===== src/rtl/hwb_pkg.sv =====
package hwb_pkg;
   localparam logic [1:0] SZ_BYTE = 2'b00;
   localparam logic [1:0] SZ_HALF = 2'b01;
   localparam logic [1:0] SZ_WORD = 2'b10;

   typedef enum logic [2:0] {
      ACC_IDLE    = 3'd0,
      ACC_WORD    = 3'd1,
      ACC_HALF_LO = 3'd2,
      ACC_HALF_HI = 3'd3,
      ACC_BAD     = 3'd4
   } acc_kind_e;
endpackage


===== src/rtl/hwb_decode.sv =====
module hwb_decode
   import hwb_pkg::*;
(
   input  logic       req_i,
   input  logic [1:0] size_i,
   input  logic       half_sel_i,
   output acc_kind_e  kind_o
);
   always_comb begin
      kind_o = ACC_IDLE;
      if (req_i) begin
         unique case (size_i)
            SZ_WORD: kind_o = ACC_WORD;
            SZ_HALF: kind_o = half_sel_i ? ACC_HALF_HI : ACC_HALF_LO;
            default: kind_o = ACC_BAD;
         endcase
      end
   end
endmodule


===== src/rtl/hwb_write_merge.sv =====
module hwb_write_merge
   import hwb_pkg::*;
#(
   parameter int DATA_W = 32,
   localparam int HALF_W = DATA_W / 2
) (
   input  logic              clk,
   input  logic              rst_n,
   input  acc_kind_e         kind_i,
   input  logic              we_i,
   input  logic [DATA_W-1:0] wdata_i,
   output logic [DATA_W-1:0] merged_o
);
   logic [HALF_W-1:0] hold_q;

   always_ff @(posedge clk or negedge rst_n) begin
      if (!rst_n)
         hold_q <= '0;
      else if (we_i && kind_i == ACC_HALF_LO)
         hold_q <= wdata_i[HALF_W-1:0];
   end

   always_comb begin
      if (kind_i == ACC_HALF_HI)
         merged_o = {wdata_i[HALF_W-1:0], hold_q};
      else
         merged_o = wdata_i;
   end

   assert_hold_capture_R1: assert property (@(posedge clk) disable iff (!rst_n)
      (we_i && kind_i == ACC_HALF_LO) |=> hold_q == $past(wdata_i[HALF_W-1:0]));

   assert_word_keeps_hold_R9: assert property (@(posedge clk) disable iff (!rst_n)
      (kind_i == ACC_WORD) |=> $stable(hold_q));
endmodule


===== src/rtl/hwb_read_split.sv =====
module hwb_read_split
   import hwb_pkg::*;
#(
   parameter int DATA_W = 32,
   localparam int HALF_W = DATA_W / 2
) (
   input  logic              clk,
   input  logic              rst_n,
   input  acc_kind_e         kind_i,
   input  logic              we_i,
   input  logic [DATA_W-1:0] rf_rdata_i,
   output logic [DATA_W-1:0] resp_o
);
   logic [HALF_W-1:0] latch_q;

   always_ff @(posedge clk or negedge rst_n) begin
      if (!rst_n)
         latch_q <= '0;
      else if (!we_i && kind_i == ACC_HALF_LO)
         latch_q <= rf_rdata_i[DATA_W-1:HALF_W];
   end

   always_comb begin
      resp_o = '0;
      if (!we_i) begin
         unique case (kind_i)
            ACC_WORD:    resp_o = rf_rdata_i;
            ACC_HALF_LO: resp_o = {{HALF_W{1'b0}}, rf_rdata_i[HALF_W-1:0]};
            ACC_HALF_HI: resp_o = {{HALF_W{1'b0}}, latch_q};
            default:     resp_o = '0;
         endcase
      end
   end

   assert_latch_snapshot_R3: assert property (@(posedge clk) disable iff (!rst_n)
      (!we_i && kind_i == ACC_HALF_LO) |=> latch_q == $past(rf_rdata_i[DATA_W-1:HALF_W]));

   assert_word_keeps_latch_R9: assert property (@(posedge clk) disable iff (!rst_n)
      (kind_i == ACC_WORD) |=> $stable(latch_q));
endmodule


===== src/rtl/half_word_bridge.sv =====
module half_word_bridge
   import hwb_pkg::*;
#(
   parameter int ADDR_W   = 8,
   parameter int DATA_W   = 32,
   parameter bit RESP_REG = 1'b1
) (
   input  logic              clk,
   input  logic              rst_n,
   input  logic              up_req,
   input  logic              up_we,
   input  logic [ADDR_W-1:0] up_addr,
   input  logic [1:0]        up_size,
   input  logic [DATA_W-1:0] up_wdata,
   output logic              up_ack,
   output logic              up_err,
   output logic [DATA_W-1:0] up_rdata,
   output logic              rf_wen,
   output logic              rf_ren,
   output logic [ADDR_W-1:0] rf_addr,
   output logic [DATA_W-1:0] rf_wdata,
   input  logic [DATA_W-1:0] rf_rdata
);
   localparam int HALF_W   = DATA_W / 2;
   localparam int LANE_LSB = $clog2(DATA_W / 8);
   localparam int SEL_BIT  = LANE_LSB - 1;

   initial begin
      assert (DATA_W == 32 || DATA_W == 64)
         else $error("half_word_bridge: DATA_W must be 32 or 64");
      assert (ADDR_W > LANE_LSB)
         else $error("half_word_bridge: ADDR_W too small for DATA_W");
   end

   acc_kind_e         kind;
   logic [DATA_W-1:0] resp_data;
   logic              unused_addr_bits;

   assign unused_addr_bits = ^up_addr[SEL_BIT:0];

   hwb_decode u_decode (
      .req_i      (up_req),
      .size_i     (up_size),
      .half_sel_i (up_addr[SEL_BIT]),
      .kind_o     (kind)
   );

   hwb_write_merge #(.DATA_W(DATA_W)) u_merge (
      .clk      (clk),
      .rst_n    (rst_n),
      .kind_i   (kind),
      .we_i     (up_we),
      .wdata_i  (up_wdata),
      .merged_o (rf_wdata)
   );

   hwb_read_split #(.DATA_W(DATA_W)) u_split (
      .clk        (clk),
      .rst_n      (rst_n),
      .kind_i     (kind),
      .we_i       (up_we),
      .rf_rdata_i (rf_rdata),
      .resp_o     (resp_data)
   );

   assign rf_wen  = up_we  && (kind == ACC_WORD || kind == ACC_HALF_HI);
   assign rf_ren  = !up_we && (kind == ACC_WORD || kind == ACC_HALF_LO);
   assign rf_addr = {up_addr[ADDR_W-1:LANE_LSB], {LANE_LSB{1'b0}}};

   generate
      if (RESP_REG) begin : g_resp_reg
         always_ff @(posedge clk or negedge rst_n) begin
            if (!rst_n) begin
               up_ack   <= 1'b0;
               up_err   <= 1'b0;
               up_rdata <= '0;
            end else begin
               up_ack   <= up_req;
               up_err   <= (kind == ACC_BAD);
               up_rdata <= resp_data;
            end
         end

         assert_ack_follows_R8: assert property (@(posedge clk) disable iff (!rst_n)
            up_req |=> up_ack);

         assert_no_spurious_ack_R8: assert property (@(posedge clk) disable iff (!rst_n)
            !up_req |=> !up_ack);

         assert_err_zero_data_R6: assert property (@(posedge clk) disable iff (!rst_n)
            up_err |-> (up_ack && up_rdata == '0));
      end else begin : g_resp_comb
         assign up_ack   = up_req;
         assign up_err   = (kind == ACC_BAD);
         assign up_rdata = resp_data;
      end
   endgenerate

   assert_lo_write_silent_R1: assert property (@(posedge clk) disable iff (!rst_n)
      (up_req && up_we && up_size == SZ_HALF && !up_addr[SEL_BIT]) |-> !(rf_wen || rf_ren));

   assert_hi_write_upper_R2: assert property (@(posedge clk) disable iff (!rst_n)
      (up_req && up_we && up_size == SZ_HALF && up_addr[SEL_BIT])
         |-> (rf_wen && rf_wdata[DATA_W-1:HALF_W] == up_wdata[HALF_W-1:0]));

   assert_hi_read_silent_R4: assert property (@(posedge clk) disable iff (!rst_n)
      (up_req && !up_we && up_size == SZ_HALF && up_addr[SEL_BIT]) |-> !(rf_wen || rf_ren));

   assert_bad_silent_R6: assert property (@(posedge clk) disable iff (!rst_n)
      (up_req && (up_size == SZ_BYTE || up_size == 2'b11)) |-> !(rf_wen || rf_ren));

   assert_single_strobe_R5: assert property (@(posedge clk) disable iff (!rst_n)
      !(rf_wen && rf_ren));
endmodule


===== config.mk =====
export PLATFORM = sky130hd
export DESIGN_NAME = half_word_bridge
export DESIGN_NICKNAME = d
export VERILOG_FILES = /design/src/rtl/hwb_pkg.sv /design/src/rtl/hwb_decode.sv /design/src/rtl/hwb_write_merge.sv /design/src/rtl/hwb_read_split.sv /design/src/rtl/half_word_bridge.sv
export SDC_FILE = /design/constraint.sdc
export NUM_CORES = 1
export LEC_CHECK = 0
export ABC_AREA = 1
export BUFFER_PORTS_ARGS = -buffer_cell sky130_fd_sc_hd__clkbuf_2
export CAP_MARGIN = 20
export CORE_ASPECT_RATIO = 0.8
export CORE_MARGIN = 2
export CORE_UTILIZATION = 43
export DETAILED_ROUTE_END_ITERATION = 8
export PLACE_DENSITY = 0.86
export SLEW_MARGIN = 30
export SYNTH_ARGS = -nofsm -noshare
export SYNTH_HDL_FRONTEND = slang
export SYNTH_HIERARCHICAL = 1
export SYNTH_SLANG_ARGS = --single-unit
export TNS_END_PERCENT = 5

===== constraint.sdc =====
create_clock -name clk -period 1.3 [get_ports clk]
set_input_delay 0.065 -clock clk [delete_from_list [all_inputs] [get_ports clk]]
set_output_delay 0.065 -clock clk [all_outputs]
set_load 0.005 [all_outputs]

==> results_dict.tcl <==
set metrics [dict create \
    critPathKind "in -> out" \
    synth_largest_area_cell "dfrtp_1" \
    clk_path_buf_depth 2 \
    layout-drive-gt1-share 0.412 \
    grt_usage 0.226 \
    wirelength_um 10700 \
    skew_ns 0.00782 \
    p_sw_frac 0.293 \
    power_switching_mw 1.57 \
    syn_inst 447 \
    post_drt_via_cell_ratio 5.18 \
    crit_slowest_cell "ha_4" \
    ant_nets 0 \
    fin_ws_ns -0.215 \
    p_leak_nw 3.00 \
    numPortBuffers 138 \
    ff2ff_setup_slack_ns 0.48 \
    startpoint_type "input pin" \
    grt_pass1_vias 3569 \
    seq_area_frac_synth 0.458 \
    core_area_mm2 0.00802 \
    synth_cell_type_count 23 \
    r2r-start "u_split/latch_q[11]" \
    cp_max_fo 8 \
    placed_cell_area_mm2 0.00455 \
    start_util 0.449 \
    post-route-min-period_ns 1.52 \
    final_cells 742 \
    cp_slowest_stage_delay_ns 0.23 \
    finalCritPeriodShare 1.17 \
    cts_buffers 9 \
    syn_avg_cell_area_um2 8.06 \
    internal-power_mw 3.78 \
    num_rows 29 \
    dp_hpwl_um 7030 \
    die_h_um 85.9 \
    whs_ns 0.0186 \
    worst_ep_arrival_time_ns 1.45 \
    violations "setup timing" \
    yosys_warnings 6 \
    yosys_register_bits 66 \
    crit_start "up_size[0]" \
    path_clk_slew_ns 0.07 \
    drc 0 \
    cts_sinks 66 \
    status "complete, but fails checks" \
    peakVddDrop_mv 0.982 \
    antenna_found_initial 1 \
    grt_pass1_wl_um 16300 \
    clk_latency_ns 0.34 \
    grt_max_degree 43 \
    utilization 0.666 \
    post_drt_wl_per_cell_um 14.4 \
    nFillCells 613 \
    yosys-top-cells-area "dfrtp_1 46%, nand2_1 14%, nand4_1 11%, nand3_1 6.7%, inv_1 4.0%" \
    final_area_mm2 0.00534 \
    final-hold-violation-count 0 \
    cpMostUsedCell "nand2_1" \
    die_area_mm2 0.00913 \
    combPwrFrac 0.213 \
    p_per_area_mw_per_mm2 1000 \
    nets 708 \
    h-tree-depth 3 \
    timing.final.max_slew_violations 0 \
    endpoint "rf_wdata[16]" \
    drt_iter0_drc 363 \
    min_path_type "in -> reg" \
    synth.top_cell.area_share 0.458 \
    clockPowerShare 0.327 \
    cap_violations 0 \
    area_growth_pct 48.3 \
    worstPathCellList "buf_8 -> inv_4 -> ha_4 -> inv_2 -> nand2_2 -> a21oi_4 -> buf_6 -> nand3_4 -> clkbuf_16 -> nand2_1 -> nand2_1 -> clkbuf_2" \
    dr.pass1.iters 5 \
    r2r-end "up_rdata[11]" \
    cp-end-kind "output pin" \
    worstPathRequired_ns 1.24 \
    cts_tree "built" \
    grt-ovfl-total 0 \
    setup_viol 58 \
    reg2regPathDepth 4 \
    relSlewSlack 0.662 \
    ioPinCount 154 \
    vias 3842 \
    rsz0062_at_grt "true" \
    p_seq_frac 0.460 \
    place_congestion 0.954 \
    place_inst 684 \
    fmax_mhz 660 \
    die_w_um 106 \
    worstMarginPinSlew_ns 0.506 \
    root_buffer "clkbuf_8" \
    syn-cell-area_mm2 0.00360 \
]
## layer usage
layer	track usage	wire (um)
met1	0.250	4140
met2	0.414	5440
met3	0.0669	861
met4	0.0825	265
met5	0	0
## repair_timing
action,CTS,global route
cloned,2,1
gates resized for setup,13,38
hold buffers,33,0
setup endpoints to repair,33,52
setup buffers,4,1
pin swaps,1,3
endpoints found under the hold margin,114,0
## final cells by class
| class | count | area (um^2) | share of cell area |
|---|---|---|---|
| multi-input cells | 296 | 1630 | 0.305 |
| inverters | 44 | 179 | 0.0335 |
| clock inverters | 6 | 65.1 | 0.0122 |
| clock buffers | 10 | 138 | 0.0258 |
| flip-flops and latches | 66 | 1650 | 0.309 |
| well taps | 108 | 135 | 0.0253 |
| diodes | 1 | 2.50 | 0.000468 |
| repair buffers | 211 | 1540 | 0.288 |
## synthesized netlist by cell type
master,count
a21oi_2,1
nand4_1,64
inv_6,1
buf_1,1
nand4_2,1
nand3_2,1
conb_1,1
buf_4,14
buf_2,18
clkbuf_1,3
dfrtp_1,66
nor2_8,2
nor2_1,20
nand2_4,1
nand3_1,48
o21ai_2,16
buf_6,6
ha_1,2
nor3b_1,1
nand2_1,136
inv_1,38
inv_2,5
nand3_4,1
## registers in the layout (all words and copies together) (netlist names)
signal / cells
u_split/latch_q: 16
up_ack: 1
u_merge/hold_q: 16
up_rdata: 32
up_err: 1
## layout by cell type (no fill, tap or decap), types with 3 or more instances in the layout
master,count
nand2_1,104
o21ai_2,16
clkbuf_2,132
nand3_1,48
inv_1,33
buf_2,3
buf_12,10
buf_4,25
nand2_2,31
inv_2,6
nor2_1,20
nand4_1,64
clkbuf_8,11
dfrtp_1,66
dlygate4sd3_1,33
## worst max-delay path, delay by kind of cell
family | cells | cell delay [ns]
AO/OA/AOI/OAI | 1 | 0.16
adder cells (fa/ha/maj) | 1 | 0.23
buffers and inverters | 6 | 0.63
AND/OR/NAND/NOR | 4 | 0.34
## through the flow
stage               TNS [ns]  worst slack, ns  power [mW]
detailed placement    -13.31           -0.214        3.47
CTS                    -3.33           -0.108        5.35
finish                 -5.43           -0.215        5.35
global route           -8.97           -0.256        5.64
floorplan                  0           0.0191        3.04
global placement      -11.05           -0.163        3.41
## kinds of logic after synthesis
| family | synth area share |
|---|---|
| adder cells (fa/ha/maj) | 0.00695 |
| AND/OR/NAND/NOR | 0.368 |
| flip-flops | 0.458 |
| buffers and inverters | 0.124 |
| AO/OA/AOI/OAI | 0.0413 |
| other | 0.00104 |
## power by group through the flow
stage	registers, mW	clock network, mW	logic, mW
finish	2.46	1.75	1.14
global route	2.49	1.90	1.26
CTS	2.45	1.81	1.09
detailed placement	2.49	0	0.981
global placement	2.48	0	0.931
floorplan	2.45	0	0.583
## worst min path at each step
stage	to	slack, ns	cells past startpoint	startpoint
floorplan	u_merge/hold_q[0]	-0.23	0	rst_n
CTS	u_merge/hold_q[4]	0.002	3	up_wdata[4]
detailed placement	u_merge/hold_q[5]	0.11	2	rst_n
finish	u_merge/hold_q[4]	0.02	3	up_wdata[4]
global route	u_merge/hold_q[4]	0.01	3	up_wdata[4]
global placement	u_merge/hold_q[7]	0.09	2	rst_n
Power figures use the tool's default switching activity.
